<file path="src/rtl/tea_pkg.sv">
package tea_pkg;

   localparam int WORD_W = 10;

   typedef enum logic [2:0] {
      ST_IDLE,
      ST_SETTLE,
      ST_PROBE,
      ST_SEEK,
      ST_LOCK
   } align_state_t;

   // blanking-period control characters of a TMDS lane
   function automatic logic is_ctrl_token(input logic [WORD_W-1:0] w);
      return (w == 10'b1101010100) || (w == 10'b0010101011) ||
             (w == 10'b0101010100) || (w == 10'b1010101011);
   endfunction

endpackage

</file>
<file path="src/rtl/tea_tap_probe.sv">
module tea_tap_probe
   import tea_pkg::*;
#(
   parameter int TIMEOUT = 65536,
   parameter int RUN_LEN = 8
) (
   input  logic              clk,
   input  logic              rst,
   input  logic              enable,
   input  logic [WORD_W-1:0] word,
   output logic              done,
   output logic              good
);
   localparam int CW = $clog2(TIMEOUT);
   localparam int RW = $clog2(RUN_LEN + 1);

   generate
      if (RUN_LEN < 1 || TIMEOUT <= RUN_LEN) begin : g_bad_cfg
         $error("tea_tap_probe: TIMEOUT must exceed RUN_LEN >= 1");
      end
   endgenerate

   logic          tok_q;
   logic [CW-1:0] cyc;
   logic [RW-1:0] run;
   logic          run_full;

   assign run_full = tok_q && (run == RW'(RUN_LEN - 1));

   always_ff @(posedge clk) begin
      if (rst) tok_q <= 1'b0;
      else     tok_q <= is_ctrl_token(word);
   end

   always_ff @(posedge clk) begin
      if (rst || !enable) begin
         cyc  <= '0;
         run  <= '0;
         done <= 1'b0;
         good <= 1'b0;
      end else begin
         done <= 1'b0;
         good <= 1'b0;
         if (!done) begin
            cyc <= cyc + 1'b1;
            run <= tok_q ? run + 1'b1 : '0;
            if (run_full) begin
               done <= 1'b1;
               good <= 1'b1;
            end else if (cyc == CW'(TIMEOUT - 1)) begin
               done <= 1'b1;
            end
         end
      end
   end

   // a verdict is a single-cycle strobe, and a good rating comes with it
   p_done_pulse_r2: assert property (@(posedge clk) disable iff (rst) done |=> !done);
   p_good_done_r2:  assert property (@(posedge clk) disable iff (rst) good |-> done);

endmodule

</file>
<file path="src/rtl/tea_eye_track.sv">
module tea_eye_track #(
   parameter int TAPS     = 32,
   parameter int MIN_EYE  = 3,
   parameter int EDGE_EYE = 16,
   localparam int TW = $clog2(TAPS),
   localparam int LW = $clog2(TAPS + 1)
) (
   input  logic          clk,
   input  logic          rst,
   input  logic          clear,
   input  logic          valid,
   input  logic          good,
   input  logic [TW-1:0] tap,
   output logic          hit,
   output logic [TW-1:0] centre
);
   generate
      if (MIN_EYE < 1 || MIN_EYE > EDGE_EYE || EDGE_EYE > TAPS) begin : g_bad_cfg
         $error("tea_eye_track: need 1 <= MIN_EYE <= EDGE_EYE <= TAPS");
      end
   endgenerate

   logic [TW-1:0] run_start, start_new;
   logic [LW-1:0] run_len, len_new;

   assign len_new   = run_len + 1'b1;
   assign start_new = (run_len == '0) ? tap : run_start;

   always_comb begin
      hit    = 1'b0;
      centre = '0;
      if (valid && good && tap == TW'(TAPS - 1)) begin
         // run reaches the top of the range: one boundary only
         hit    = len_new >= LW'(EDGE_EYE);
         centre = start_new + TW'((len_new - 1'b1) >> 1);
      end else if (valid && !good && run_len != '0) begin
         hit    = (run_start == '0) ? (run_len >= LW'(EDGE_EYE))
                                    : (run_len >= LW'(MIN_EYE));
         centre = run_start + TW'((run_len - 1'b1) >> 1);
      end
   end

   always_ff @(posedge clk) begin
      if (rst || clear) begin
         run_start <= '0;
         run_len   <= '0;
      end else if (valid) begin
         if (good) begin
            run_start <= start_new;
            run_len   <= len_new;
         end else begin
            run_len <= '0;
         end
      end
   end

   p_len_bound_r4:  assert property (@(posedge clk) disable iff (rst) run_len <= LW'(TAPS));
   p_hit_strobe_r5: assert property (@(posedge clk) disable iff (rst) hit |-> valid);
   p_clear_r7:      assert property (@(posedge clk) disable iff (rst) clear |=> run_len == '0);

endmodule

</file>
<file path="src/rtl/tmds_eye_align.sv">
module tmds_eye_align
   import tea_pkg::*;
#(
   parameter int TAPS       = 32,
   parameter int TIMEOUT    = 65536,
   parameter int RUN_LEN    = 8,
   parameter int MIN_EYE    = 3,
   parameter int EDGE_EYE   = 16,
   parameter int SLIP_LIMIT = 10,
   parameter int SETTLE     = 4,
   localparam int TW = $clog2(TAPS)
) (
   input  logic              clk,
   input  logic              rst,
   input  logic              clk_locked,
   input  logic [WORD_W-1:0] word_in,
   output logic              tap_inc,
   output logic              tap_rst,
   output logic [TW-1:0]     tap_cur,
   output logic              bitslip,
   output logic              aligned,
   output logic              align_err
);
   localparam int SW = $clog2(SLIP_LIMIT + 1);
   localparam int CW = $clog2(SETTLE + 1);
   localparam logic [TW-1:0] LAST_TAP = TW'(TAPS - 1);

   generate
      if (TAPS < 2 || (1 << TW) != TAPS) begin : g_bad_taps
         $error("tmds_eye_align: TAPS must be a power of two >= 2");
      end
      if (SLIP_LIMIT < 1 || SETTLE < 1) begin : g_bad_limits
         $error("tmds_eye_align: SLIP_LIMIT and SETTLE must be >= 1");
      end
   endgenerate

   align_state_t  state;
   logic [CW-1:0] settle_cnt;
   logic [SW-1:0] fails;
   logic [TW-1:0] centre_r;

   logic          probe_en, probe_done, probe_good;
   logic          eye_hit, eye_clear, slip_now;
   logic [TW-1:0] eye_centre;

   assign probe_en  = (state == ST_PROBE);
   assign slip_now  = probe_en && probe_done && !eye_hit && (tap_cur == LAST_TAP);
   assign eye_clear = (state == ST_IDLE) || slip_now;

   tea_tap_probe #(.TIMEOUT(TIMEOUT), .RUN_LEN(RUN_LEN)) probe_i (
      .clk(clk), .rst(rst), .enable(probe_en), .word(word_in),
      .done(probe_done), .good(probe_good)
   );

   tea_eye_track #(.TAPS(TAPS), .MIN_EYE(MIN_EYE), .EDGE_EYE(EDGE_EYE)) eye_i (
      .clk(clk), .rst(rst), .clear(eye_clear),
      .valid(probe_en && probe_done), .good(probe_good), .tap(tap_cur),
      .hit(eye_hit), .centre(eye_centre)
   );

   always_ff @(posedge clk) begin
      if (rst || !clk_locked) begin
         state      <= ST_IDLE;
         settle_cnt <= '0;
         fails      <= '0;
         centre_r   <= '0;
         tap_cur    <= '0;
         tap_inc    <= 1'b0;
         tap_rst    <= 1'b0;
         bitslip    <= 1'b0;
         aligned    <= 1'b0;
         align_err  <= 1'b0;
      end else begin
         tap_inc <= 1'b0;
         tap_rst <= 1'b0;
         bitslip <= 1'b0;
         case (state)
            ST_IDLE: begin
               tap_rst    <= 1'b1;
               tap_cur    <= '0;
               settle_cnt <= '0;
               state      <= ST_SETTLE;
            end
            ST_SETTLE: begin
               settle_cnt <= settle_cnt + 1'b1;
               if (settle_cnt == CW'(SETTLE - 1)) begin
                  settle_cnt <= '0;
                  state      <= ST_PROBE;
               end
            end
            ST_PROBE: begin
               if (probe_done) begin
                  if (eye_hit) begin
                     centre_r <= eye_centre;
                     tap_rst  <= 1'b1;
                     tap_cur  <= '0;
                     state    <= ST_SEEK;
                  end else if (tap_cur == LAST_TAP) begin
                     bitslip <= 1'b1;
                     tap_rst <= 1'b1;
                     tap_cur <= '0;
                     if (fails != SW'(SLIP_LIMIT)) fails <= fails + 1'b1;
                     if (fails >= SW'(SLIP_LIMIT - 1)) align_err <= 1'b1;
                     state <= ST_SETTLE;
                  end else begin
                     tap_inc <= 1'b1;
                     tap_cur <= tap_cur + 1'b1;
                     state   <= ST_SETTLE;
                  end
               end
            end
            ST_SEEK: begin
               if (tap_cur == centre_r) begin
                  aligned   <= 1'b1;
                  align_err <= 1'b0;
                  fails     <= '0;
                  state     <= ST_LOCK;
               end else begin
                  tap_inc <= 1'b1;
                  tap_cur <= tap_cur + 1'b1;
               end
            end
            default: state <= ST_LOCK;
         endcase
      end
   end

   // a step never wraps the tap and never coincides with a rewind or a slip
   p_no_wrap_r3:    assert property (@(posedge clk) disable iff (rst) tap_inc |-> tap_cur != '0);
   p_step_excl_r3:  assert property (@(posedge clk) disable iff (rst) tap_inc |-> !tap_rst && !bitslip);
   // every slip also rewinds the delay line
   p_slip_rewind_r7: assert property (@(posedge clk) disable iff (rst) bitslip |-> tap_rst && tap_cur == '0);
   // the error flag only rises together with a slip
   p_err_slip_r8:   assert property (@(posedge clk) disable iff (rst) $rose(align_err) |-> bitslip);
   // steady outputs once aligned
   p_hold_r9: assert property (@(posedge clk) disable iff (rst)
      aligned && $past(aligned) |-> !tap_inc && !tap_rst && !bitslip && $stable(tap_cur));
   // lock loss cancels alignment on the next edge
   p_unlock_r10:    assert property (@(posedge clk) disable iff (rst) !clk_locked |=> !aligned);

endmodule

</file>
<file path="config.mk">
export PLATFORM = sky130hd
export DESIGN_NAME = tmds_eye_align
export DESIGN_NICKNAME = d
export VERILOG_FILES = /design/src/rtl/tea_pkg.sv /design/src/rtl/tea_tap_probe.sv /design/src/rtl/tea_eye_track.sv /design/src/rtl/tmds_eye_align.sv
export SDC_FILE = /design/constraint.sdc
export NUM_CORES = 1
export LEC_CHECK = 0
export BUFFER_PORTS_ARGS = -buffer_cell sky130_fd_sc_hd__buf_2
export CORE_AREA = 5 5 88 90
export DETAILED_ROUTE_END_ITERATION = 8
export DIE_AREA = 0 0 93 95
export GPL_ROUTABILITY_DRIVEN = 0
export PLACE_DENSITY_LB_ADDON = 0.3
export SLEW_MARGIN = 5
export SYNTH_ARGS = -nofsm -noshare
export SYNTH_HDL_FRONTEND = slang
export SYNTH_HIERARCHICAL = 1
export SYNTH_SLANG_ARGS = --single-unit
</file>
<file path="constraint.sdc">
create_clock -name clk -period 3.26 [get_ports clk]
set_clock_uncertainty 0.1 [all_clocks]
set_input_delay 0.652 -clock clk [delete_from_list [all_inputs] [get_ports clk]]
set_output_delay 0.652 -clock clk [all_outputs]
set_load 0.005 [all_outputs]
</file>
# Word-level counts from Yosys, hierarchy flattened
# Cells that the tools add are included.
dict set report totals {
  regBits 59
  input_bits 13
  output_inout_bits 10
  word_cells 133
}
dict set report op_classes {
  add_sub_neg 10
  magnitude_cmp 4
  eq_ne 21
  mux 44
  bitwise_logic 2
  n_reduce_logical 35
}
# operator count
set ops {}
lappend ops {{$mux 5} 7}
lappend ops {{$mux 4} 6}
lappend ops {{$eq 10x10->1 const B} 2}
lappend ops {{$mux 1} 18}
lappend ops {{$add 16x1->16 const B} 1}
lappend ops {{$eq 16x16->1 const B} 1}
lappend ops {{$pmux 5 s3} 1}
lappend ops {{$ge 6x5->1 const B} 2}
lappend ops {{$mux 3} 4}
lappend ops {{$pmux 3 s4} 1}
lappend ops {{$reduce_and 6->1} 2}
lappend ops {{$sub 6x1->6 const B} 2}
lappend ops {{$add 5x5->5} 2}
lappend ops {{$eq 10x8->1 const B} 1}
lappend ops {{$eq 10x9->1 const B} 1}
lappend ops {{$eq 3x2->1 const B} 3}
lappend ops {{$reduce_and 3->1} 3}
lappend ops {{$add 4x1->4 const B} 2}
lappend ops {{$logic_and 1x1->1} 8}
lappend ops {{$ne 2x1->1 const B} 4}
lappend ops {{$ne 2x2->1 const B} 4}
lappend ops {{$pmux 4 s2} 1}
lappend ops {{$logic_or 1x1->1} 7}
lappend ops {{$add 6x1->6 const B} 1}
lappend ops {{24 further kinds} 32}

# Depth between registers and ports, before layout
# Gate-level depths: netlist (run 1).
dict set report depth {
  ltp_word 11
  ltp_mapped 16
  ltp_nobuf 15
}

# Hierarchy
# The synthesis (run 1) kept the hierarchy.
# mod instances cells_per_inst area_each_um2 seq_area_each_um2
set by_module_without_submodules {}
lappend by_module_without_submodules {tmds_eye_align 1 145 1337.5 500.5}
lappend by_module_without_submodules {tea_eye_track 1 158 1228.7 220.2}
lappend by_module_without_submodules {tea_tap_probe 1 125 1102.3 460.4}

# Worst setup path after synthesis (run 1)
# OpenSTA, ideal clock, no wires.
dict set report synth_path {
  path_kind {flip-flop to flip-flop}
  from {reg eye_i.run_len[0]}
  to {reg centre_r[4]}
  setup_time_ns 0.128
  t_arrival_ns 2.837
  required_ns 3.032
  path_slack_ns 0.195
  path_stages_with_launch 17
  path_buffers 1
  period_less_slack_ns 3.065
  path_cell_list {dfxtp_1 buf_2 inv_2 ha_1 or3b_1 o21ai_0 o2bb2ai_1 nand2_1 xnor2_1 ha_1 nand3_1 and3_1 o211ai_1 nor2b_1 o211ai_2 mux2i_1 nor2_1}
}
dict set report synth_between {
  word_cells_on_any_way 18
  cone_classes {add/sub (5); order compare (3); mux (6); reduce/logical (4)}
}
# item line
set synth_rtl {}
lappend synth_rtl {{from (decl)} tea_eye_track.sv:24} ;# logic [LW-1:0] run_len, len_new;
lappend synth_rtl {{from (signal assigned)} tea_eye_track.sv:50} ;# run_len <= len_new;
lappend synth_rtl {{$add 6x1->6, or another cell as far along} tea_eye_track.sv:26} ;# assign len_new = run_len + 1'b1;
lappend synth_rtl {{$sub 6x1->6, or another cell as far along} tea_eye_track.sv:35} ;# centre = start_new + TW'((len_new - 1'b1) >> 1);
lappend synth_rtl {{$add 5x5->5 / $mux 5 (equally long branches)} {tea_eye_track.sv:35, tea_eye_track.sv:36}}
lappend synth_rtl {{$mux 5 (*)} tea_eye_track.sv:32} ;# if (valid && good && tap == TW'(TAPS - 1)) begin
lappend synth_rtl {{net eye_centre[4]} tmds_eye_align.sv:44} ;# logic [TW-1:0] eye_centre;
lappend synth_rtl {{to (signal assigned)} tmds_eye_align.sv:94} ;# centre_r <= eye_centre;
lappend synth_rtl {{to (decl)} tmds_eye_align.sv:40} ;# logic [TW-1:0] centre_r;
# The timed path passes the listed nets; every way through them passes the cells marked *.
# A chain may end at the register's enable or synchronous reset.

# Final worst setup path (run 1)
dict set report layout_path {
  from {reg eye_i.run_len[1]}
  to {reg centre_r[4]}
}
dict set report layout_between {
  word_cells_on_any_way 18
  cone_classes {add/sub (5); order compare (3); mux (6); reduce/logical (4)}
}
# item line
set layout_rtl {}
lappend layout_rtl {{$logic_not 6->1} tea_eye_track.sv:27} ;# assign start_new = (run_len == '0) ? tap : run_start;
lappend layout_rtl {{$mux 5} tea_eye_track.sv:27}
lappend layout_rtl {{net eye_i.start_new[0]} tea_eye_track.sv:23} ;# logic [TW-1:0] run_start, start_new;
lappend layout_rtl {{$add 5x5->5} tea_eye_track.sv:35}
lappend layout_rtl {{$mux 5} tea_eye_track.sv:32}
lappend layout_rtl {{net eye_centre[4]} tmds_eye_align.sv:44}
# The timed path passes the listed nets, and every way through them passes these cells.

==> flow_summary.json, run 1 <==
{
  "syn-num-nets": 463,
  "place_area_um2": 3930,
  "area.growth.synth_to_final_pct": 13.1,
  "synth.distinct_cells": 73,
  "pre_cts_slack_ns": 0.0516,
  "hpwl_mm": 5.94,
  "first_global_vias": 3073,
  "crit_slowest_cell": "fa_1",
  "final_layout_size_suffix_gt1_share_pct": 17.7,
  "antenna_cells": 0,
  "slew_violations": 0,
  "min_period_ns": 3.07,
  "dieArea_um2": 8840,
  "endpoint_kind": "flip-flop",
  "synthCells": 428,
  "first_pass_iters": 4,
  "clock.fmax_mhz": 325,
  "yosysSeqAreaShare_pct": 32.2,
  "power_leakage_nw": 1.67,
  "nNetsFinal": 495,
  "seqCellArea_um2": 1180,
  "fin_area_um2": 4150,
  "drtAntennaViolNets": 0,
  "cts-root-buf": "clkbuf_8",
  "finalHoldViolCount": 0,
  "clk_pin_slew_ns": 0.07,
  "cts_tree": "built",
  "crit_arrival_ns": 3.16,
  "portBuffers": 21,
  "drc_errors": 0,
  "maxCapViolCount": 0,
  "period_share_pct": 94.3,
  "track_usage_pct": 19.4,
  "start_kind": "flip-flop",
  "grt-ovfl-total": 0,
  "dieWidth_um": 93,
  "drt_iter0_drc": 173,
  "post_cts_buffers": 0,
  "hold_path.class": "reg -> reg",
  "grt_pass1_wl_mm": 13.8,
  "worstSetupPathType": "reg -> reg",
  "num_vias": 3253,
  "setup_viol": 0,
  "fin_setup_tns_ns": 0,
  "die_y_um": 95,
  "multi_input_area_um2": 2370,
  "numCtsBuffers": 9,
  "async_flop_share_pct": 0,
  "syn_area_um2": 3670,
  "rrSetupSlack_ns": 0.19,
  "required_ns": 3.35,
  "nFillCells": 591,
  "worst_path_most_repeated_cell": "ha_1",
  "ctsResizeCount": 0,
  "clk_path_buf_depth": 2,
  "htree_levels": 3,
  "cts_sinks": 59,
  "maxSlewHeadroom_pct": 45.4,
  "cts_hold_buffers": 0,
  "clock_latency_ns": 0.33,
  "irDropWorstVdd_mv": 0.262,
  "start_util_pct": 52.5,
  "grt_max_degree": 21,
  "coreArea_um2": 6980,
  "path_max_fanout": 6,
  "vias_per_cell": 5.96,
  "io_pins": 23,
  "ys_warn_count": 6,
  "worstPathCellList": "inv_1 > ha_1 > nor2b_2 > nand2_2 > mux2_2 > ha_1 > fa_1 > nand3_2 > a21oi_1 > a211oi_2 > nand4b_1 > o211ai_2 > mux2i_1 > nor2_1",
  "placementRows": 31,
  "power_density_nw_per_um2": 348,
  "synth_edf_count": 0,
  "antenna_found_initial": 0,
  "tightest_slew_ns": 0.819,
  "outcome": "finished, final reports clean",
  "p_total_mw": 1.44,
  "wl_mm": 8.14,
  "slowest_delay_ns": 0.43,
  "wl_per_cell_um": 14.9,
  "synth_flop_cell": "dfxtp_1",
  "fin_ws_ns": 0.187,
  "ys_ff_latch": 59,
  "avgSynthCellArea_um2": 8.57
}
[cell type report]
cell class	count	share of cell area, %
multi-input cells	335	57.0
clock inverters	2	0.844
repair buffers	40	5.97
well taps	82	2.47
inverters	15	1.36
flip-flops and latches	59	28.5
clock buffers	13	3.83
[layer usage]
layer | track usage, % | vias up | part of all wire (%) | wire [um]
met3 | 4.70 | 11 | 4.1 | 330
met2 | 33.0 | 72 | 50 | 4090
li1 | - | 1639 | - | -
met5 | 0 | - | 0 | 0
met1 | 23.2 | 1531 | 44 | 3620
met4 | 8.55 | 0 | 1.2 | 99
[worst max-delay path: cells and delay by family, from the launching register on]
kind	cells	cell delay [ns]
flops	1	0.33
fa+ha+maj	3	0.83
mux	2	0.49
simple gates	5	0.67
compound gates	3	0.46
buf+inv	1	0.06
[stage by stage]
step / util [%] / hold slack [ns] / std cells
floorplan: - / 0.335 / 428
global placement: 56.2 / 0.343 / 531
detailed placement: 56.2 / 0.355 / 531
CTS: 59.0 / 0.369 / 546
global route: 59.4 / 0.395 / 546
finish: 59.4 / 0.365 / 546
[synth_stat cells, drive strengths merged (5+ instances only)]
master / number / share of area [%]
clkbuf: 6 / 0.61
a21oi: 33 / 4.5
a211oi: 6 / 1.2
nand2b: 8 / 1.4
o31ai: 7 / 1.4
ha: 20 / 6.8
and3: 6 / 1.0
nand4: 8 / 1.5
nor3b: 5 / 1.3
xor2: 14 / 3.3
buf: 13 / 1.9
nand2: 27 / 2.8
dfxtp: 59 / 32
nand3: 17 / 2.5
nor2: 36 / 3.7
o21ai: 20 / 2.7
nor2b: 11 / 1.9
mux2: 5 / 1.5
xnor2: 6 / 1.4
mux2i: 13 / 3.5
or4: 5 / 1.0
nor3: 16 / 2.8
nor4: 6 / 1.0
inv: 15 / 1.5
[registers in the layout, indices dropped and copies added, names as in the netlist, 3 cells and up]
name             cells
centre_r             5
settle_cnt           3
tap_cur              5
eye_i/run_len        6
probe_i/run          4
fails                4
eye_i/run_start      5
probe_i/cyc         16
state                3
[cell usage in the layout (no fill, tap or decap), drive strengths merged, types with 6 or more instances in the layout]
cell    instances
a211oi          6
a21oi          33
and3            6
buf            40
clkbuf         13
dfxtp          59
ha             20
inv            15
mux2i          13
nand2          27
nand2b          8
nand3          17
nand4           8
nor2           36
nor2b          11
nor3           16
nor4            6
o21ai          20
o31ai           7
xnor2           6
xor2           14
[path summary, 6_finish.rpt]
kind | from | to | cells after the start
setup / recovery | eye_i/run_len[1] | centre_r[4] | 14
hold / removal | aligned | aligned | 1
setup reg to reg | eye_i/run_len[1] | centre_r[4] | 14
hold reg to reg | aligned | aligned | 1
[logic make-up after synthesis]
family          Yosys count  synth area share (%)
mux                      18                  5.08
xor+xnor                 20                  4.77
fa+ha+maj                22                  7.91
flops                    59                  32.2
compound gates          104                  19.2
simple gates            171                  26.7
buf+inv                  34                  4.06
[where the power goes]
group	total (mW)	leakage, nW	internal, mW	switching (mW)
Clock	0.668	0.0995	0.390	0.278
Combinational	0.0515	1.10	0.0194	0.0321
Sequential	0.725	0.476	0.724	0.00164
Total	1.44	1.67	1.13	0.312
Note: power is estimated with default switching activity, not from simulation.
==> run 2: changes to the inputs <==
--- a/config.mk
+++ b/config.mk
@@ -11,6 +11,7 @@
 export DIE_AREA = 0 0 93 95
 export GPL_ROUTABILITY_DRIVEN = 0
 export PLACE_DENSITY_LB_ADDON = 0.3
+export SETUP_SLACK_MARGIN = 0.4
 export SLEW_MARGIN = 5
 export SYNTH_ARGS = -nofsm -noshare
 export SYNTH_HDL_FRONTEND = slang
==> flow_summary.json, run 2 (same netlist as run 1, synthesis figures left out) <==
{
  "fin_cells": 552,
  "fin_area_um2": 4340,
  "clock.fmax_mhz": 342,
  "rsz0062_at_grt": "true",
  "setup_viol": 0,
  "worstSetupPathType": "reg -> reg",
  "final_util_pct": 62.1,
  "outcome": "finished, final reports clean",
  "endpoint_kind": "flip-flop",
  "final_common_cell": "dfxtp_1",
  "period_share_pct": 89.8,
  "pre_cts_slack_ns": 0.115,
  "io_pins": 23,
  "clock_latency_ns": 0.34,
  "dieWidth_um": 93,
  "maxCapViolCount": 0,
  "cts-root-buf": "clkbuf_8",
  "drc_errors": 0,
  "fin_ws_ns": 0.332,
  "htree_levels": 3,
  "p_clk_share_pct": 50.4,
  "p_total_mw": 1.56,
  "tightest_slew_ns": 0.844,
  "coreArea_um2": 6980,
  "first_global_vias": 3178,
  "p_int_mw": 1.24,
  "holdWs_ns": 0.368,
  "drtAntennaViolNets": 0,
  "num_vias": 3298,
  "irDropWorstVdd_mv": 0.355,
  "dieArea_um2": 8840,
  "required_ns": 3.36,
  "final_layout_size_suffix_gt1_share_pct": 21.7,
  "worstPathCellList": "inv_4 > ha_4 > or3b_4 > o21ai_2 > o2bb2ai_1 > nand2_1 > xnor2_2 > ha_1 > a21oi_2 > and3_4 > o211ai_1 > nor2b_2 > o211ai_2 > mux2i_1 > nor2_1",
  "die_y_um": 95,
  "slowest_delay_ns": 0.38,
  "layout_common_cells": "dfxtp_1 (56), nor2_1 (36), a21oi_1 (30), nand2_1 (26), buf_4 (22)",
  "finalHoldViolCount": 0,
  "slew_violations": 0,
  "cts_hold_buffers": 0,
  "min_period_ns": 2.93,
  "crit_arrival_ns": 3.03,
  "area.growth.synth_to_final_pct": 18.2,
  "place_inst": 525,
  "hpwl_mm": 5.80,
  "wl_per_cell_um": 15.0,
  "cts_tree": "built",
  "vias_per_cell": 5.97,
  "cts_sinks": 59,
  "crit_slowest_cell": "or3b_4",
  "fin_setup_tns_ns": 0,
  "start_util_pct": 52.5,
  "grt-ovfl-total": 0,
  "maxSlewHeadroom_pct": 43.8,
  "clk_path_buf_depth": 2,
  "top_register": "probe_i/cyc",
  "drt_iter0_drc": 185,
  "start_kind": "flip-flop",
  "p_sw_share_pct": 20.8,
  "first_pass_iters": 4,
  "wl_mm": 8.28,
  "clk_pin_slew_ns": 0.07,
  "track_usage_pct": 20.3,
  "placementRows": 31,
  "portBuffers": 21,
  "nFillCells": 599,
  "p_comb_share_pct": 3.2,
  "largest_register_ffs": 16,
  "grt_pass1_wl_mm": 14.4,
  "antenna_cells": 0,
  "place_area_um2": 3920,
  "numCtsBuffers": 9,
  "power_leakage_nw": 1.73,
  "seqPwrFrac_pct": 46.4,
  "antenna_found_initial": 0,
  "reg_top3": "probe_i/cyc x16, eye_i/run_len x6",
  "hold_path.class": "reg -> reg",
  "critPathTopFamily": "simple AND/OR/NAND/NOR gates",
  "grt_max_degree": 21,
  "power_density_nw_per_um2": 360,
  "nNetsFinal": 500,
  "switchingPower_uw": 325,
  "path_buf_inv": 1,
  "path_max_fanout": 3
}
run 2: cell count changes in the layout (fill, tap and decap cells not counted), sizes merged:
cell,previous run,this run
bufinv,1,2
buf,40,45
run 2: metal layers:
layer / GRT usage [%] / up-vias / share of wire, %
li1: - / 1644 / -
met1: 25.2 / 1558 / 46
met2: 33.1 / 76 / 47
met3: 4.62 / 20 / 4.5
met4: 10.5 / 0 / 2.7
met5: 0 / - / 0
run 2: layout make-up:
cell class | instances | area (um^2) | share of cell area (%)
timing repair buffer | 45 | 293 | 6.75
clock inverter | 3 | 68.8 | 1.59
inverter | 15 | 61.3 | 1.41
multi-input combinational | 335 | 2450 | 56.5
sequential | 59 | 1190 | 27.4
tap | 82 | 103 | 2.37
clock buffer | 13 | 169 | 3.90
run 2: repair_timing:
item,CTS,global route
buffers inserted,9,2
hold endpoints to repair,0,0
pin swaps,8,6
gates resized for setup,13,10
endpoints found under the setup margin,2,26
run 2: worst register-to-register path: stages (launching register included):
cell	delay (ns)
dfxtp_4	0.37
inv_4	0.04
ha_4	0.23
or3b_4	0.38
o21ai_2	0.06
o2bb2ai_1	0.11
nand2_1	0.10
xnor2_2	0.22
ha_1	0.26
a21oi_2	0.09
and3_4	0.20
o211ai_1	0.21
nor2b_2	0.19
o211ai_2	0.07
mux2i_1	0.12
nor2_1	0.05
run 2: path summary, 6_finish.rpt:
kind | slack, ns | cells past startpoint | to | start
worst max-delay path | 0.33 | 15 | centre_r[4] | eye_i/run_len[0]
worst min-delay path | 0.37 | 2 | probe_i/run[3] | probe_i/run[3]
worst max register to register | 0.33 | 15 | centre_r[4] | eye_i/run_len[0]
worst min register to register | 0.37 | 2 | probe_i/run[3] | probe_i/run[3]
run 2: power by group through the flow:
stage | Clock [mW] | Combinational [mW] | Sequential [mW]
floorplan | 0 | 0.0342 | 0.741
detailed placement | 0 | 0.0486 | 0.742
finish | 0.787 | 0.0498 | 0.725
global route | 0.844 | 0.0551 | 0.724
global placement | 0 | 0.0473 | 0.742
CTS | 0.802 | 0.0487 | 0.724
